### src/rtl/ocu_pkg.sv
package ocu_pkg;
  localparam int CH_COUNT = 5;

  typedef enum logic [3:0] {
    SEL_CMP0  = 4'd0,
    SEL_MODE  = 4'd5,
    SEL_MASK  = 4'd6,
    SEL_DATA  = 4'd7,
    SEL_IEN   = 4'd8,
    SEL_CLR   = 4'd9,
    SEL_FORCE = 4'd10
  } selCode_t;

  typedef struct packed {
    logic [CH_COUNT-1:0] hit;
    logic [CH_COUNT-1:0] frc;
  } ocStrobe_t;
endpackage

### src/rtl/ocu_ctrl.sv
module ocu_ctrl
  import ocu_pkg::*;
#(
  parameter int NUM_CH = CH_COUNT,
  parameter int CNT_W  = 16
) (
  input  logic             clk,
  input  logic             rstN,
  input  logic [CNT_W-1:0] count,
  input  logic             wrEn,
  input  logic [3:0]       wrSel,
  input  logic [CNT_W-1:0] wrData,
  output ocStrobe_t        strobes,
  output logic [NUM_CH-1:0] flags,
  output logic             irq
);
  logic [CNT_W-1:0]  cmpReg [NUM_CH];
  logic [CNT_W-1:0]  cntPrev;
  logic [NUM_CH-1:0] flagReg;
  logic [NUM_CH-1:0] ienReg;
  logic [NUM_CH-1:0] hitVec;
  logic [NUM_CH-1:0] frcVec;
  logic [NUM_CH-1:0] clrVec;
  logic              countMoved;

  assign countMoved = (count != cntPrev);
  assign frcVec = (wrEn && wrSel == SEL_FORCE) ? wrData[NUM_CH-1:0] : '0;
  assign clrVec = (wrEn && wrSel == SEL_CLR) ? wrData[NUM_CH-1:0] : '0;

  genvar i;
  generate
    for (i = 0; i < NUM_CH; i++) begin : g_chan
      assign hitVec[i] = countMoved && (count == cmpReg[i]);

      always_ff @(posedge clk) begin
        if (!rstN) begin
          cmpReg[i] <= '1;
        end else if (wrEn && wrSel == 4'(i)) begin
          cmpReg[i] <= wrData;
        end
      end

      assert_flag_from_match_R1: assert property (@(posedge clk) disable iff (!rstN)
        $rose(flagReg[i]) |-> ($past(count) == $past(cmpReg[i])));

      assert_force_no_flag_R7: assert property (@(posedge clk) disable iff (!rstN)
        (!flagReg[i] && frcVec[i] && !hitVec[i]) |=> !flagReg[i]);

      assert_clear_flag_R8: assert property (@(posedge clk) disable iff (!rstN)
        (flagReg[i] && clrVec[i] && !hitVec[i]) |=> !flagReg[i]);

      assert_set_beats_clear_R8: assert property (@(posedge clk) disable iff (!rstN)
        hitVec[i] |=> flagReg[i]);
    end
  endgenerate

  always_ff @(posedge clk) begin
    if (!rstN) begin
      cntPrev <= '0;
      flagReg <= '0;
      ienReg  <= '0;
    end else begin
      cntPrev <= count;
      flagReg <= (flagReg & ~clrVec) | hitVec;
      if (wrEn && wrSel == SEL_IEN) ienReg <= wrData[NUM_CH-1:0];
    end
  end

  assign strobes.hit = hitVec;
  assign strobes.frc = frcVec;
  assign flags = flagReg;
  assign irq = |(flagReg & ienReg);

  assert_irq_needs_enable_R5: assert property (@(posedge clk) disable iff (!rstN)
    (ienReg == '0) |-> !irq);
endmodule

### src/rtl/ocu_datapath.sv
module ocu_datapath
  import ocu_pkg::*;
#(
  parameter int NUM_CH = CH_COUNT,
  localparam int MODE_W = 2 * (NUM_CH - 1)
) (
  input  logic              clk,
  input  logic              rstN,
  input  logic              wrEn,
  input  logic [3:0]        wrSel,
  input  logic [MODE_W-1:0] wrData,
  input  ocStrobe_t         strobes,
  output logic [NUM_CH-1:0] pinOut
);
  logic [MODE_W-1:0] modeReg;
  logic [NUM_CH-1:0] maskReg;
  logic [NUM_CH-1:0] dataReg;
  logic [NUM_CH-1:0] pinReg;
  logic [NUM_CH-1:0] pinNext;
  logic [NUM_CH-1:0] fire;

  assign fire = strobes.hit | strobes.frc;

  genvar p;
  generate
    for (p = 0; p < NUM_CH; p++) begin : g_pin
      logic slaveLevel;
      if (p == 0) begin : g_master_only
        assign slaveLevel = pinReg[p];
      end else begin : g_slave
        logic [1:0] act;
        assign act = modeReg[2*(p-1) +: 2];
        always_comb begin
          slaveLevel = pinReg[p];
          if (fire[p]) begin
            case (act)
              2'b01:   slaveLevel = ~pinReg[p];
              2'b10:   slaveLevel = 1'b0;
              2'b11:   slaveLevel = 1'b1;
              default: slaveLevel = pinReg[p];
            endcase
          end
        end

        assert_toggle_R2: assert property (@(posedge clk) disable iff (!rstN)
          (fire[p] && !(fire[0] && maskReg[p]) && act == 2'b01)
          |=> (pinReg[p] != $past(pinReg[p])));
      end

      assign pinNext[p] = (fire[0] && maskReg[p]) ? dataReg[p] : slaveLevel;

      assert_master_wins_R4: assert property (@(posedge clk) disable iff (!rstN)
        (fire[0] && maskReg[p]) |=> (pinReg[p] == $past(dataReg[p])));

      assert_pin_quiet_R6: assert property (@(posedge clk) disable iff (!rstN)
        (!(fire[0] && maskReg[p]) && !(p > 0 && fire[p])) |=> $stable(pinReg[p]));
    end
  endgenerate

  always_ff @(posedge clk) begin
    if (!rstN) begin
      modeReg <= '0;
      maskReg <= '0;
      dataReg <= '0;
      pinReg  <= '0;
    end else begin
      if (wrEn && wrSel == SEL_MODE) modeReg <= wrData;
      if (wrEn && wrSel == SEL_MASK) maskReg <= wrData[NUM_CH-1:0];
      if (wrEn && wrSel == SEL_DATA) dataReg <= wrData[NUM_CH-1:0];
      pinReg <= pinNext;
    end
  end

  assign pinOut = pinReg;
endmodule

### src/rtl/compare_pin_unit.sv
module compare_pin_unit
  import ocu_pkg::*;
#(
  parameter int NUM_CH = CH_COUNT,
  parameter int CNT_W  = 16,
  localparam int MODE_W = 2 * (NUM_CH - 1)
) (
  input  logic              clk,
  input  logic              rstN,
  input  logic [CNT_W-1:0]  count,
  input  logic              wrEn,
  input  logic [3:0]        wrSel,
  input  logic [CNT_W-1:0]  wrData,
  output logic [NUM_CH-1:0] pinOut,
  output logic [NUM_CH-1:0] flags,
  output logic              irq
);
  ocStrobe_t strobes;

  ocu_ctrl #(.NUM_CH(NUM_CH), .CNT_W(CNT_W)) u_ctrl (
    .clk(clk), .rstN(rstN), .count(count), .wrEn(wrEn), .wrSel(wrSel),
    .wrData(wrData), .strobes(strobes), .flags(flags), .irq(irq)
  );

  ocu_datapath #(.NUM_CH(NUM_CH)) u_dp (
    .clk(clk), .rstN(rstN), .wrEn(wrEn), .wrSel(wrSel),
    .wrData(wrData[MODE_W-1:0]), .strobes(strobes), .pinOut(pinOut)
  );
endmodule

### config.mk
export PLATFORM = sky130hd
export DESIGN_NAME = compare_pin_unit
export DESIGN_NICKNAME = d
export VERILOG_FILES = /design/src/rtl/ocu_pkg.sv /design/src/rtl/ocu_ctrl.sv /design/src/rtl/ocu_datapath.sv /design/src/rtl/compare_pin_unit.sv
export SDC_FILE = /design/constraint.sdc
export NUM_CORES = 1
export LEC_CHECK = 0
export BUFFER_PORTS_ARGS = -buffer_cell sky130_fd_sc_hd__buf_2
export CORE_MARGIN = 10
export CORE_UTILIZATION = 54
export DETAILED_ROUTE_END_ITERATION = 8
export PLACE_DENSITY = 0.76
export SETUP_SLACK_MARGIN = 0.3
export SLEW_MARGIN = 20
export SYNTH_ARGS = -nofsm -noshare
export SYNTH_HDL_FRONTEND = slang
export SYNTH_SLANG_ARGS = --single-unit
### constraint.sdc
create_clock -name clk -period 2.2 [get_ports clk]
set_input_delay 0.11 -clock clk [delete_from_list [all_inputs] [get_ports clk]]
set_output_delay 0.11 -clock clk [all_outputs]
set_load 0.01 [all_outputs]
Word level (Yosys, flattened, before mapping)
Memories as Yosys holds them, arrays and structs flattened. Cells that the tools add are included. Widths: inputs -> output; s select.

Input port bits: 39. Memories: 1. Bits in registers: 49. Memory bits (writable): 80. Word-level logic and storage cells: 124.

Memory list: u_ctrl.cmpReg (depth 5, bits a word 16, rd ports 5, clocked after memory_dff 0, write ports 5, line ocu_ctrl.sv:17) `logic [CNT_W-1:0] cmpReg [NUM_CH];`.

Reductions and logical operators: 35. Equality and inequality tests: 28. Bitwise operators: 14. Multiplexer cells: 35.

Operators by type and width (count): $eq 16x16->1 (5); $mux 16 (5); $mux 1 (24); $logic_and 1x1->1 (21); $eq 2x2->1 const B (8); $eq 4x3->1 const B (4); $ne 16x16->1 (1); $reduce_bool 4->1 (4); $eq 4x4->1 const B (3); $pmux 1 s3 (4); $and 5x5->5 (2); $mux 5 (2); $or 5x5->5 (2); $eq 2x1->1 const B (4); $eq 4x2->1 const B (2); $reduce_and 2->1 (4); $reduce_bool 2->1 (4); $not 5->5 (1); $or 1x1->1 (5); $reduce_or 5->1 (1); $eq 4x1->1 const B (1); $logic_not 4->1 (1); $not 1->1 (4).

Depth between registers and ports, before layout
Depth in word-level cells: 7. Depth in mapped cells: 7. Mapped depth without buffers: 6.

By module
From an unflattened synthesis, not the netlist that was laid out.

Cell total of the unflattened synthesis: 527. Area total of the unflattened synthesis: 6221.0 µm².

By module, submodules not included: ocu_ctrl (seq. area each 2922.8 µm², area each 5123.7 µm², cells an instance 408, instances 1); ocu_datapath (seq. area each 460.4 µm², area each 1097.3 µm², cells an instance 119, instances 1).

Least setup slack after synthesis
OpenSTA, ideal clock, no wires.

Path type: input to register. Start: in wrSel[3]. End: mem u_ctrl.cmpReg[0][0] (enable). Stages: 3. Data arrival time: 1.905 ns. Setup time: 0.415 ns. Data required time: 1.785 ns. Path slack: -0.119 ns. Cell sequence: or3b_1 clkbuf_1 o31ai_1.

RTL lines: start: declaration (line compare_pin_unit.sv:12) `input logic [3:0] wrSel,`; end: declaration (line ocu_ctrl.sv:17).

Worst setup path after layout
Start: reg u_ctrl.cntPrev[10]. End: reg u_dp.pinReg[1], in the netlist u_dp.pinOut[1].

Word-level cells in the longest chain between the ends: 6.

Ends and longest elaborated chain: start: declaration (line ocu_ctrl.sv:18) `logic [CNT_W-1:0] cntPrev;`; start signal: assignment (line ocu_ctrl.sv:63) `cntPrev <= count;`; $ne 16x16->1 * (line ocu_ctrl.sv:26) `assign countMoved = (count != cntPrev);`; $logic_and 1x1->1 (line ocu_ctrl.sv:33) `assign hitVec[i] = countMoved && (count == cmpReg[i]);`; $or 5x5->5 * (line ocu_datapath.sv:22) `assign fire = strobes.hit | strobes.frc;`; $logic_and 1x1->1 (line ocu_datapath.sv:50) `assign pinNext[p] = (fire[0] && maskReg[p]) ? dataReg[p] : slaveLevel;`; $reduce_bool 4->1 (no line) or $reduce_bool 2->1 (tied branches); $reduce_and 2->1 (no line); end signal: assignment (line ocu_datapath.sv:70) `pinReg <= pinNext;`; end: declaration (line ocu_datapath.sv:18) `logic [NUM_CH-1:0] pinReg;`.

Every way passes the cells marked *; elsewhere a longest branch is shown, timed or not. A chain may end at the register's enable or synchronous reset.

==> summary.md <==
| Metric | Value |
|---|---|
| Dpl hpwl | between 9000 and 10000 um |
| Core area | 10980 um^2 |
| Max-slew violation count | 0 |
| Final Hold Vio Count | 0 |
| RSZ-0062 raised after global routing | yes |
| DR vias | 4021 |
| CP delay by family, top | simple AND/OR/NAND/NOR gates |
| CP required | about 2500 ps |
| Sw frac | 0.2302 |
| Number of global-route vias before repair | 4184 |
| Diode count | 0 |
| Clock transition at path regs | about 60 ps |
| Post-Place Cells | 688 |
| Mux cell area share after synthesis | 0.04263 |
| DRC Markers | 0 |
| Compound-Gate Fraction of Synth Area | 0.03712 |
| Clock tree sinks | 129 |
| Initial Util | 0.5586 |
| Yosys reg bits | 129 |
| Setup CP Type | reg -> reg |
| H-tree depth | 4 |
| Synth cell types | 44 |
| Layout cells sized above 1 | 0.2925 |
| Synth Area in Adders | 0.006119 |
| Critical path peak fanout | 7 |
| Post-synth EDFFs | 80 |
| Status | finished clean |
| Mapped cell area | 6135 um^2 |
| Clock root buffer | clkbuf_16 |
| Power Dens Cells | 808.1 nW/um^2 |
| Crit end category | flop |
| Initial DRC Count | 486 |
| Initial antenna violation count | 1 |
| Fin crit share | 0.8802 |
| Main combinational cell family by area after synthesis | simple AND/OR/NAND/NOR gates |
| Slowest stage delay, CP | 330 ps |
| Die Wd | 126.6 um |
| Min-Delay Path Class | in -> reg |
| Final Non-Filler Cells | 728 |
| LEAKAGE | about 2.7 nW |
| Final setup fails | 0 |
| Syn Inst Count | 520 |
| XOR/XNOR Fraction of Synth Area | 0.1420 |
| Routed WL | 14480 um |
| Slew HR | 0.5688 |
| CP Buf/Inv Count | 2 |
| Layout Nets | just over 600 |
| Max Cap Violations | 0 |
| Asr flop ratio synth | 0 |
| Fill cells | 807 |
| Drt pass-1 iters | 5 |
| Syn Nets | 562 |
| Element type at the critical path start | flop |
| DRT antenna net count | 0 |
| Sequential power share | 0.472 |
| Die height | ~130 um |
| Fmax achieved | approximately 520 MHz |
| Clock latency at the later pin of the worst-skew pair | between 400 and 500 ps |
| VDD IR-drop max | 0.6161 mV |
| Yosys warning count | 0 |
| Clock Path Buffers | 2 |
| Tightest Pin Transition | 644.5 ps |
| Routed vias/inst | 5.523 |
| Synth-to-Final Area Change | 16.87% |
| GR Util All Layers | 0.1855 |
| Logic pwr share | 0.078 |
| Num ports | 50 |
| Switch Pwr | ~1.3 mW |
| WP data arrival | 2230 ps |
| TritonCTS clock tree | done |
| Setup_tns | 0 ps |
| Port bufs | 49 |
| DR WL/cell | 19.89 um |
| Post-synthesis simple-gate area fraction | 0.1878 |
| RePlAce Congestion | between 0.8 and 0.9 |
| CP Cell Sequence | xnor2_2 -> nand4_2 -> nor4_4 -> buf_6 -> buf_8 -> o21ai_2 -> mux2_4 -> o221a_1 |
| Min Clock Period, post-route | about 1900 ps |
| # rows | 38 |
| Global-route wire length before repair | 23140 um |
| Clk_skew | 11.50 ps |
| Sequential area share after synthesis | 0.5515 |
| TritonCTS Buffers | 17 |
| Ys flop type | edfxtp_1 |
| CP max-delay cell | nor4_4 |
| Die area | 16020 um^2 |
| Pin count of the biggest net entering global routing | 32 |
| Hold buffers post-CTS | 0 |
| Int Power | 4.460 mW |
| Syn Area/Cell | 11.80 um^2 |
| Clock power frac | 0.450 |
| Aggregate global routing overflow | 0 |
[per-stage QoR]
stage          instance area (um^2)  worst slack [ps]    util  power, mW  hold slack (ps)
2_1_floorplan                  6145            -48.36       -      3.066            237.3
3_3_place_gp                   6462             213.8  0.5884      3.196            451.6
3_5_place_dp                   6462             191.8  0.5884      3.211            449.6
4_1_cts                        7119             248.8  0.6482      5.810            24.48
5_1_grt                        7169             182.9  0.6528      5.996            24.55
6_report                       7169             263.6  0.6528      5.794            29.09
[state kept, by name, summed over array words and instances (netlist names)]
name,cells
u_ctrl.cmpReg,80
u_ctrl.cntPrev,16
u_ctrl.flags,5
u_ctrl.ienReg,5
u_dp.dataReg,5
u_dp.maskReg,5
u_dp.modeReg,8
u_dp.pinOut,5
[area by class of cell]
type | count | area, um^2 | area share
flip-flops and latches | 129 | 3390 | 0.4728
clock inverters | 10 | 85.08 | 0.01187
multi-input cells | 357 | 2638 | 0.3679
well taps | 140 | 175.2 | 0.02443
inverters | 1 | 3.754 | 0.0005236
repair buffers | 69 | 414.1 | 0.05777
clock buffers | 22 | 464.2 | 0.06475
[per-layer routing]
| layer | track usage | routed length (um) | part of all wire | up-vias |
|---|---|---|---|---|
| met5 | 0 | 0 | 0 | - |
| met4 | 0.06296 | 294 | 0.020 | 0 |
| met1 | 0.2410 | 6124 | 0.42 | 1946 |
| met2 | 0.2916 | 6876 | 0.47 | 154 |
| met3 | 0.05165 | 1186 | 0.082 | 23 |
| li1 | - | - | - | 1898 |
[cells by family after synthesis]
family          Yosys count
compound gates           29
xor+xnor                 96
fa+ha+maj                 3
buf+inv                  34
flops                   129
mux                      26
simple gates            203
[synthesized netlist by cell type (7+ instances only)]
master | number | area, um^2
edfxtp_1 | 80 | 2402
xor2_1 | 80 | 700.7
dfxtp_1 | 49 | 980.9
nor2_1 | 41 | 153.9
or2_2 | 41 | 256.5
mux2i_1 | 25 | 250.2
or2_1 | 24 | 150.1
nor4_1 | 20 | 125.1
nand2b_1 | 19 | 118.9
and2_1 | 17 | 106.4
clkbuf_1 | 16 | 60.06
nand2_1 | 16 | 60.06
xnor2_1 | 12 | 105.1
nand4_1 | 10 | 62.56
buf_2 | 8 | 40.04
buf_6 | 8 | 90.09
a21oi_1 | 7 | 35.03
[power by group through the flow]
stage	combinational (mW)	sequential, mW	clock, mW
after floorplan	0.293	2.77	0
after global placement	0.419	2.78	0
after detailed placement	0.428	2.78	0
after CTS	0.446	2.73	2.63
after global routing	0.486	2.75	2.76
final	0.449	2.74	2.61
[what timing repair did]
item / CTS / global route
gates resized for setup: 14 / 14
pin swaps: 14 / 13
setup buffers: 7 / 1
cloned: 0 / 0
endpoints found under the setup margin: 4 / 7
[path summary, 6_finish.rpt]
check	startpoint	endpoint	slack, ps	cells after the start
min	wrData[14]	u_ctrl.cmpReg[4][14]	30	2
min reg2reg	u_dp.dataReg[0]	u_dp.pinOut[0]	480	2
max	u_ctrl.cntPrev[10]	u_dp.pinOut[1]	260	8
max reg2reg	u_ctrl.cntPrev[10]	u_dp.pinOut[1]	260	8
[cell usage in the layout (no fill, tap or decap), drive strengths merged, types with 2 or more instances in the layout]
master / count
a21oi: 7
and2: 18
buf: 69
clkbuf: 22
clkinv: 6
dfxtp: 49
edfxtp: 80
ha: 3
inv: 4
mux2i: 25
nand2: 16
nand2b: 19
nand3b: 2
nand4: 11
nor2: 41
nor3: 3
nor4: 21
o21ai: 8
o221a: 2
o221ai: 2
o31ai: 2
o41ai: 2
or2: 65
or3: 3
or4: 2
xnor2: 16
xor2: 80
Note: power is estimated with default switching activity, not from simulation.
